**src/rtl/bootrom_pkg.sv**
```systemverilog
package bootrom_pkg;

  typedef enum logic [2:0] {
    ST_IDLE,
    ST_WAIT,
    ST_ACK,
    ST_BERR,
    ST_SKIP
  } cyc_state_e;

  function automatic int unsigned ceil_div(input int unsigned a, input int unsigned b);
    return (a + b - 1) / b;
  endfunction

endpackage

```
**src/rtl/bootrom_overlay.sv**
```systemverilog
module bootrom_overlay (
  input  logic clk,
  input  logic rst,
  input  logic boot_done_i,
  output logic booted_o
);

  always_ff @(posedge clk) begin
    if (rst) begin
      booted_o <= 1'b0;
    end else if (boot_done_i) begin
      booted_o <= 1'b1;
    end
  end

endmodule

```
**src/rtl/bootrom_addr_map.sv**
```systemverilog
module bootrom_addr_map #(
  parameter int          ADDR_W   = 32,
  parameter logic [31:0] WIN_BASE = 32'hFFE0_0000,
  parameter int          WIN_LOG2 = 20,
  parameter logic [31:0] REG_BASE = 32'hFFD0_0000,
  parameter int          REG_LOG2 = 12
) (
  input  logic [ADDR_W-1:0]   addr_i,
  input  logic [2:0]          fc_i,
  input  logic                booted_i,
  input  logic                map_sel_i,
  output logic                hit_o,
  output logic                sec_o,
  output logic [WIN_LOG2-1:0] rom_addr_o
);

  localparam int HALF_BIT = WIN_LOG2 - 1;

  logic in_win;
  logic in_reg;
  logic cpu_space;

  assign cpu_space = (fc_i == 3'b111);
  assign in_win    = (addr_i[ADDR_W-1:WIN_LOG2] == WIN_BASE[ADDR_W-1:WIN_LOG2]);
  assign in_reg    = (addr_i[ADDR_W-1:REG_LOG2] == REG_BASE[ADDR_W-1:REG_LOG2]);

  always_comb begin
    if (cpu_space) begin
      hit_o = 1'b0;
    end else if (booted_i) begin
      hit_o = in_win;
    end else begin
      hit_o = !in_reg;
    end
  end

  assign sec_o = map_sel_i | addr_i[HALF_BIT];

  always_comb begin
    rom_addr_o = addr_i[WIN_LOG2-1:0];
    if (!map_sel_i) begin
      rom_addr_o[HALF_BIT] = 1'b0;
    end
  end

endmodule

```
**src/rtl/bootrom_cycle_ctl.sv**
```systemverilog
module bootrom_cycle_ctl
  import bootrom_pkg::*;
#(
  parameter int WAIT_CYC = 20,
  parameter int RA_W     = 20
) (
  input  logic            clk,
  input  logic            rst,
  input  logic            as_n_i,
  input  logic            rw_i,
  input  logic            wp_i,
  input  logic            hit_i,
  input  logic            sec_i,
  input  logic [RA_W-1:0] rom_addr_i,
  output logic            cs_prim_n_o,
  output logic            cs_sec_n_o,
  output logic            we_n_o,
  output logic            ack8_n_o,
  output logic            berr_n_o,
  output logic [RA_W-1:0] rom_addr_o
);

  localparam int CNT_W = $clog2(WAIT_CYC + 1);
  localparam logic [CNT_W-1:0] CNT_LAST = CNT_W'(WAIT_CYC);

  cyc_state_e       state;
  logic [CNT_W-1:0] cnt;

  always_ff @(posedge clk) begin
    if (rst) begin
      state       <= ST_IDLE;
      cnt         <= '0;
      cs_prim_n_o <= 1'b1;
      cs_sec_n_o  <= 1'b1;
      we_n_o      <= 1'b1;
      ack8_n_o    <= 1'b1;
      berr_n_o    <= 1'b1;
      rom_addr_o  <= '0;
    end else begin
      case (state)
        ST_IDLE: begin
          if (!as_n_i) begin
            if (!hit_i) begin
              state <= ST_SKIP;
            end else if (!rw_i && wp_i) begin
              berr_n_o <= 1'b0;
              state    <= ST_BERR;
            end else begin
              cs_prim_n_o <= sec_i;
              cs_sec_n_o  <= !sec_i;
              we_n_o      <= rw_i;
              rom_addr_o  <= rom_addr_i;
              cnt         <= CNT_W'(1);
              state       <= ST_WAIT;
            end
          end
        end
        ST_WAIT: begin
          if (as_n_i) begin
            cs_prim_n_o <= 1'b1;
            cs_sec_n_o  <= 1'b1;
            we_n_o      <= 1'b1;
            state       <= ST_IDLE;
          end else if (cnt == CNT_LAST) begin
            ack8_n_o <= 1'b0;
            state    <= ST_ACK;
          end else begin
            cnt <= cnt + CNT_W'(1);
          end
        end
        ST_ACK, ST_BERR, ST_SKIP: begin
          if (as_n_i) begin
            cs_prim_n_o <= 1'b1;
            cs_sec_n_o  <= 1'b1;
            we_n_o      <= 1'b1;
            ack8_n_o    <= 1'b1;
            berr_n_o    <= 1'b1;
            state       <= ST_IDLE;
          end
        end
        default: state <= ST_IDLE;
      endcase
    end
  end

endmodule

```
**src/rtl/bootrom_decode.sv**
```systemverilog
module bootrom_decode
  import bootrom_pkg::*;
#(
  parameter int          ADDR_W    = 32,
  parameter logic [31:0] WIN_BASE  = 32'hFFE0_0000,
  parameter int          WIN_LOG2  = 20,
  parameter logic [31:0] REG_BASE  = 32'hFFD0_0000,
  parameter int          REG_LOG2  = 12,
  parameter int          CLK_NS    = 10,
  parameter int          ACCESS_NS = 200
) (
  input  logic                clk,
  input  logic                rst,
  input  logic [ADDR_W-1:0]   addr_i,
  input  logic [2:0]          fc_i,
  input  logic                rw_i,
  input  logic                as_n_i,
  input  logic                map_sel_i,
  input  logic                wp_i,
  input  logic                boot_done_i,
  input  logic                prog_volt_n_i,
  output logic                cs_prim_n_o,
  output logic                cs_sec_n_o,
  output logic                we_n_o,
  output logic                ack8_n_o,
  output logic                berr_n_o,
  output logic [WIN_LOG2-1:0] rom_addr_o,
  output logic                vpp_prim_n_o
);

  localparam int WAIT_CYC = ceil_div(ACCESS_NS, CLK_NS);

  logic                booted;
  logic                hit;
  logic                sec;
  logic [WIN_LOG2-1:0] map_addr;

  bootrom_overlay u_overlay (
    .clk         (clk),
    .rst         (rst),
    .boot_done_i (boot_done_i),
    .booted_o    (booted)
  );

  bootrom_addr_map #(
    .ADDR_W   (ADDR_W),
    .WIN_BASE (WIN_BASE),
    .WIN_LOG2 (WIN_LOG2),
    .REG_BASE (REG_BASE),
    .REG_LOG2 (REG_LOG2)
  ) u_map (
    .addr_i     (addr_i),
    .fc_i       (fc_i),
    .booted_i   (booted),
    .map_sel_i  (map_sel_i),
    .hit_o      (hit),
    .sec_o      (sec),
    .rom_addr_o (map_addr)
  );

  bootrom_cycle_ctl #(
    .WAIT_CYC (WAIT_CYC),
    .RA_W     (WIN_LOG2)
  ) u_ctl (
    .clk         (clk),
    .rst         (rst),
    .as_n_i      (as_n_i),
    .rw_i        (rw_i),
    .wp_i        (wp_i),
    .hit_i       (hit),
    .sec_i       (sec),
    .rom_addr_i  (map_addr),
    .cs_prim_n_o (cs_prim_n_o),
    .cs_sec_n_o  (cs_sec_n_o),
    .we_n_o      (we_n_o),
    .ack8_n_o    (ack8_n_o),
    .berr_n_o    (berr_n_o),
    .rom_addr_o  (rom_addr_o)
  );

  always_ff @(posedge clk) begin
    if (rst) begin
      vpp_prim_n_o <= 1'b1;
    end else begin
      vpp_prim_n_o <= prog_volt_n_i | map_sel_i;
    end
  end

endmodule

```
**config.mk**
```make
export PLATFORM = sky130hd
export DESIGN_NAME = bootrom_decode
export DESIGN_NICKNAME = d
export VERILOG_FILES = /design/src/rtl/bootrom_pkg.sv /design/src/rtl/bootrom_overlay.sv /design/src/rtl/bootrom_addr_map.sv /design/src/rtl/bootrom_cycle_ctl.sv /design/src/rtl/bootrom_decode.sv
export SDC_FILE = /design/constraint.sdc
export NUM_CORES = 1
export LEC_CHECK = 0
export BUFFER_PORTS_ARGS = -buffer_cell sky130_fd_sc_hd__buf_2
export CORE_MARGIN = 10
export CORE_UTILIZATION = 45
export DETAILED_ROUTE_END_ITERATION = 12
export PLACE_DENSITY_LB_ADDON = 0.25
export SYNTH_ARGS = -nofsm -noshare
export SYNTH_HDL_FRONTEND = slang
export SYNTH_SLANG_ARGS = --single-unit
export TNS_END_PERCENT = 1
```
**constraint.sdc**
```tcl
create_clock -name clk -period 2.25 [get_ports clk]
set_input_delay 0.1125 -clock clk [delete_from_list [all_inputs] [get_ports clk]]
set_output_delay 0.1125 -clock clk [all_outputs]
set_load 0.01 [all_outputs]
```
==> results of run 1 <==
==> cells in the final DEF (no fill, tap or decap), types with 2 or more instances in the layout <==
cell            n
buf_2          68
dfxtp_1        35
a21oi_1        25
o21ai_0        25
nand3_1        24
nor2_1         12
nand2_1         9
nor3_1          5
clkbuf_4        5
buf_4           5
nand2b_1        4
mux2i_1         4
inv_1           3
nor2b_1         3
nor4_1          3
nand4_1         3
nand4b_1        2
or3_1           2
o32ai_1         2
ha_1            2
bufinv_16       2
dlygate4sd3_1   2
==> final timing paths <==
kind                       startpoint             endpoint  slack [ns]  depth (start not counted)
setup / recovery       u_ctl.state[0]         u_ctl.cnt[3]        0.36                          5
hold reg to reg   u_ctl.rom_addr_o[2]  u_ctl.rom_addr_o[2]        0.48                          2
setup reg to reg       u_ctl.state[0]         u_ctl.cnt[3]        0.36                          5
hold / removal              addr_i[9]  u_ctl.rom_addr_o[9]        0.02                          3
==> routing by layer <==
layer	global-route usage, %	vias to the layer above	wire length, um
li1	-	848	-
met3	6.53	4	490
met2	22.6	62	2070
met1	15.4	758	2040
met4	4.05	0	31
met5	0	-	0
==> cell usage after synthesis (2+ instances only) <==
cell type	number
nand2_1	9
nand4_1	3
nand4b_1	2
nand3_1	24
nor4_1	3
nor2_1	12
clkbuf_1	12
nor2b_1	3
a21oi_1	25
mux2i_1	4
ha_1	2
o21ai_0	25
inv_1	3
nand2b_1	4
dfxtp_1	35
nor3_1	5
o32ai_1	2
or3_1	2
==> stage by stage <==
step / setup slack (ns) / total power, mW / cell area (um2) / hold WS, ns / utilization [%]
floorplan: 0.578 / 0.824 / 1610 / 0.215 / -
global placement: 0.480 / 0.922 / 1980 / 0.311 / 58.5
detailed placement: 0.378 / 0.925 / 1980 / 0.313 / 58.5
CTS: 0.372 / 1.48 / 2100 / 0.00446 / 62.1
global route: 0.232 / 1.53 / 2100 / 0.0182 / 62.1
finish: 0.364 / 1.47 / 2100 / 0.0171 / 62.1
==> power by group through the flow <==
stage	Combinational [mW]	Sequential [mW]	Clock, mW
global placement	0.239	0.683	0
CTS	0.244	0.671	0.566
floorplan	0.132	0.691	0
detailed placement	0.240	0.685	0
finish	0.243	0.671	0.553
global route	0.270	0.675	0.586
==> timing repair <==
item / 4_1_cts / 5_1_grt
setup buffers: 0 / 0
endpoints found under the hold margin: 2 / 0
hold buffers: 2 / 0
==> worst max-delay path, cell delays in order, from the launching register on <==
cell and delay [ns]:
dfxtp_1 0.45, or3b_1 0.46, or2_1 0.28, nor2_4 0.16
a41oi_1 0.17, a311oi_2 0.28
==> final cells by class <==
| class | instances | area (um2) |
|---|---|---|
| multi-input combinational | 143 | 836 |
| clock buffer | 6 | 41.3 |
| timing repair buffer | 75 | 398 |
| fill | 296 | 1280 |
| sequential | 35 | 701 |
| tap | 46 | 57.6 |
| inverter | 3 | 11.3 |
| clock inverter | 2 | 60.1 |
==> kinds of logic (layout without fill, tap and decap cells) <==
logic type | Yosys count | count (layout) | share of synthesized area [%]
buffers and inverters | 18 | 86 | 4.51
XOR/XNOR | 1 | 1 | 0.544
AND/OR/NAND/NOR | 74 | 74 | 24.9
flip-flops | 35 | 35 | 43.5
multiplexers | 5 | 5 | 3.19
AO/OA/AOI/OAI | 61 | 61 | 21.8
adder cells (fa/ha/maj) | 2 | 2 | 1.55
==> results.cfg, run 1 <==
[job]
maxCapViolCount = 0

[route]
wire_per_inst_um = 14.9
vias_per_cell = 5.39
antenna_left = 0
drc = 0
drtPass1Iterations = 4
wl_um = 4630
via_count = 1672
drt_iter0_markers = 117

[power_and_ir_drop]
net-switching-power_uw = 367
power.share.combinational_pct = 16.6
ir_drop_mv = 0.524
p_int_mw = 1.10
p_sw_share_pct = 25.0
p_per_area_nw_per_um2 = 697
seq_power_share_pct = 45.7
p_leak_nw = 0.876
clkPwrFrac_pct = 37.7

[layout]
drive_above_1_share_pct = 31.8
largest_register_ffs = 20
n_antenna_cell = 0
nets = 308
final_cells = 310
syn_to_final_growth_pct = 30.8
top_register = u_ctl.rom_addr_o
largestRegisters = u_ctl.rom_addr_o x20, u_ctl.cnt x5, u_ctl.state x3

[synth]
yosysTopAreaCell = dfxtp_1
synth_seq_cells = 35
seq_area_frac_synth_pct = 43.5
synth_fp_nets = 241
synth_cells = 196
synth_top_area_share_pct = 43.5
async_reset_ff_share_pct = 0
syn_area_per_cell_um2 = 8.21
netlist_area_um2 = 1610
ys.flop_type = dfxtp_1
synth_cell_types = 39
yosysWarnings = 0
synth_edf_count = 0
yosys-top-cells-area = dfxtp_1 44%, a21oi_1 7.8%, o21ai_0 7.8%

[global_route]
grt_max_degree = 39
grt_pass1_wl_um = 7310
antenna_found_initial = 0
grt_use_total_pct = 13.7
grt_pass1_vias = 1606
grt.overflow.total = 0

[worst_setup_path]
critPathKind = flip-flop to flip-flop
crit_path_start_kind = flip-flop
cp.arrival_ns = 2.13
end_kind = flip-flop
required_ns = 2.49
crit_fanout = 6

[timing]
fmax_mhz = 530
setup_tns_ns = 0
drv_slew = 0
post-route-min-period_ns = 1.89
layout_worst_path_cycle_share_pct = 83.8
fin_worst_skew_ns = 0.0124
grt_setup_unrepaired = false
relSlewSlack_pct = 55.4
setup_viol = 0
hold_viol_final = 0
worst-slew-pin-transition_ns = 0.669

[placed_design]
portBuffers = 68
dp_hpwl_um = 3490
gp_congestion = 0.801
dp.cells = 300

[floorplan]
die_w_um = 79.8
dieArea_um2 = 6370
core_um2 = 3390
start_util_pct = 47.5
die_y_um = 79.8
num_io_pins = 69
placement_rows = 21

[status]
status = completed

[clock_tree]
clock_latency_ns = 0.33
clockBufferDepth = 2
root_buffer = clkbuf_4
cts.sinks = 35
cts_buffers = 5
ctsResizeCount = 0
path_clk_slew_ns = 0.11
cts_tree = built
htree_levels = 2

[min_path]
hold_class = input pin to flip-flop
No activity file was read; power rests on OpenSTA's default activity.
==> run 2, diff against run 1 <==
Clock period 2.25 ns to 1.74 ns, I/O delays scaled along.
==> results.cfg, run 2 (same netlist as run 1, synthesis figures left out) <==
[layout]
largestRegisters = u_ctl.rom_addr_o x20, u_ctl.cnt x5, u_ctl.state x3
top_register = u_ctl.rom_addr_o
n_fill_cell = 275
final_cells = 336
largest_register_ffs = 20
drive_above_1_share_pct = 33.8
post-route-util_pct = 70.2
syn_to_final_growth_pct = 47.9
nets = 334
final_cell_mix = 68 x buf_2, 31 x dfxtp_1, 25 x a21oi_1, 25 x o21ai_0, 24 x nand3_1
n_antenna_cell = 0
mostFrequentLayoutCell = buf_2

[route]
vias_per_cell = 5.45
wl_um = 5280
wl_met2_um = 2490
met3WireLength_um = 546
drt_iter0_markers = 205
topRoutingLayerUsed = met4
wire_per_inst_um = 15.7
drc = 0
antenna_left = 0
via_count = 1831
drtPass1Iterations = 5
wl_met1_um = 2180

[clock_tree]
clockBufferDepth = 2
clock_latency_ns = 0.35
htree_levels = 2
root_buffer = clkbuf_4
path_clk_slew_ns = 0.11
cts_setup_buffers = 0
cts.sinks = 35
cts_tree = built
cts_buffers = 5

[floorplan]
placement_rows = 21
dieArea_um2 = 6370
core_um2 = 3390
die_y_um = 79.8
die_w_um = 79.8
start_util_pct = 47.5
num_io_pins = 69

[timing]
setup_viol = 0
grt_setup_unrepaired = true
fmax_mhz = 604
drv_slew = 0
fin_worst_skew_ns = 0.0140
relSlewSlack_pct = 53.2
layout_worst_path_cycle_share_pct = 95.1
post-route-min-period_ns = 1.65
hold_viol_final = 0
worst-slew-pin-transition_ns = 0.702

[worst_setup_path]
end_kind = flip-flop
crit_fanout = 9
required_ns = 2.00
critPathKind = flip-flop to flip-flop
crit_path_start_kind = flip-flop
cp.arrival_ns = 1.92

[job]
maxCapViolCount = 0

[global_route]
grt_max_degree = 39
grt_pass1_vias = 1822
antenna_found_initial = 0
grt.overflow.total = 0
grt_use_total_pct = 16.5
grt_pass1_wl_um = 8520

[placed_design]
portBuffers = 68
dp_hpwl_um = 3560
gp_congestion = 0.899
dp.cells = 306

[status]
status = completed

[power_and_ir_drop]
p_leak_nw = 0.994
ir_drop_mv = 0.544
p_per_area_nw_per_um2 = 836

[min_path]
hold_class = input pin to flip-flop
run 2: cell types whose count changed in the layout (fill, tap and decap cells not counted):
cell           before  now
a41o_1              1    0
a41o_2              0    1
and4b_1             1    0
and4b_2             0    1
buf_12              0    1
buf_4               5   10
dfxtp_1            35   31
dfxtp_2             0    3
dfxtp_4             0    1
dlygate4sd3_1       2   22
o31ai_1             1    0
o31ai_2             0    1
or2_1               1    0
or2_4               0    1
run 2: cell type report:
type	count	area (um2)	area share (%)
tap	46	57.6	2.42
clock inverter	2	60.1	2.52
inverter	3	11.3	0.473
clock buffer	6	41.3	1.74
multi-input combinational	143	846	35.5
timing repair buffer	101	656	27.5
sequential	35	708	29.8
run 2: per-stage QoR:
step | total power, mW | hold WS, ns | worst slack (ns) | cell area [um2] | TNS (ns)
finish | 1.99 | 0.0281 | 0.0856 | 2380 | 0
global route | 2.08 | 0.0417 | -0.00200 | 2380 | -0.00200
CTS | 1.99 | 0.0173 | 0.0245 | 2360 | 0
detailed placement | 1.23 | 0.272 | 0.0376 | 2040 | 0
global placement | 1.22 | 0.271 | 0.0928 | 2040 | 0
floorplan | 1.07 | 0.189 | 0.0682 | 1610 | 0
run 2: routing by layer:
layer | vias up | global-route usage [%]
li1 | 900 | -
met1 | 856 | 18.4
met2 | 69 | 26.5
met3 | 6 | 8.22
met4 | 0 | 5.46
met5 | - | 0
run 2: critical path, cell delays in order (launching register included):
cell and delay [ns]:
dfxtp_2 0.38, or3b_1 0.38, or2_4 0.26, nor2_4 0.14
a41oi_1 0.15, a311oi_2 0.26
run 2: worst paths after layout:
kind                   from  cells after the start  slack, ns                   end
max reg2reg  u_ctl.state[1]                      5       0.09          u_ctl.cnt[3]
max          u_ctl.state[1]                      5       0.09          u_ctl.cnt[3]
min               map_sel_i                      3       0.03  u_ctl.rom_addr_o[19]
min reg2reg  u_ctl.berr_n_o                      2       0.47        u_ctl.berr_n_o
run 2: repair_timing:
item,CTS,global route
endpoints found under the setup margin,1,4
pin swaps,0,0
hold buffers,22,0
cloned,0,0
resized for setup,1,8
endpoints found under the hold margin,21,0
run 2: power by group:
| group | total (mW) | leakage [nW] | internal [mW] | switching (mW) |
|---|---|---|---|---|
| sequential | 0.865 | 0.287 | 0.841 | 0.0234 |
| combinational | 0.390 | 0.654 | 0.186 | 0.205 |
| clock | 0.733 | 0.0525 | 0.448 | 0.285 |
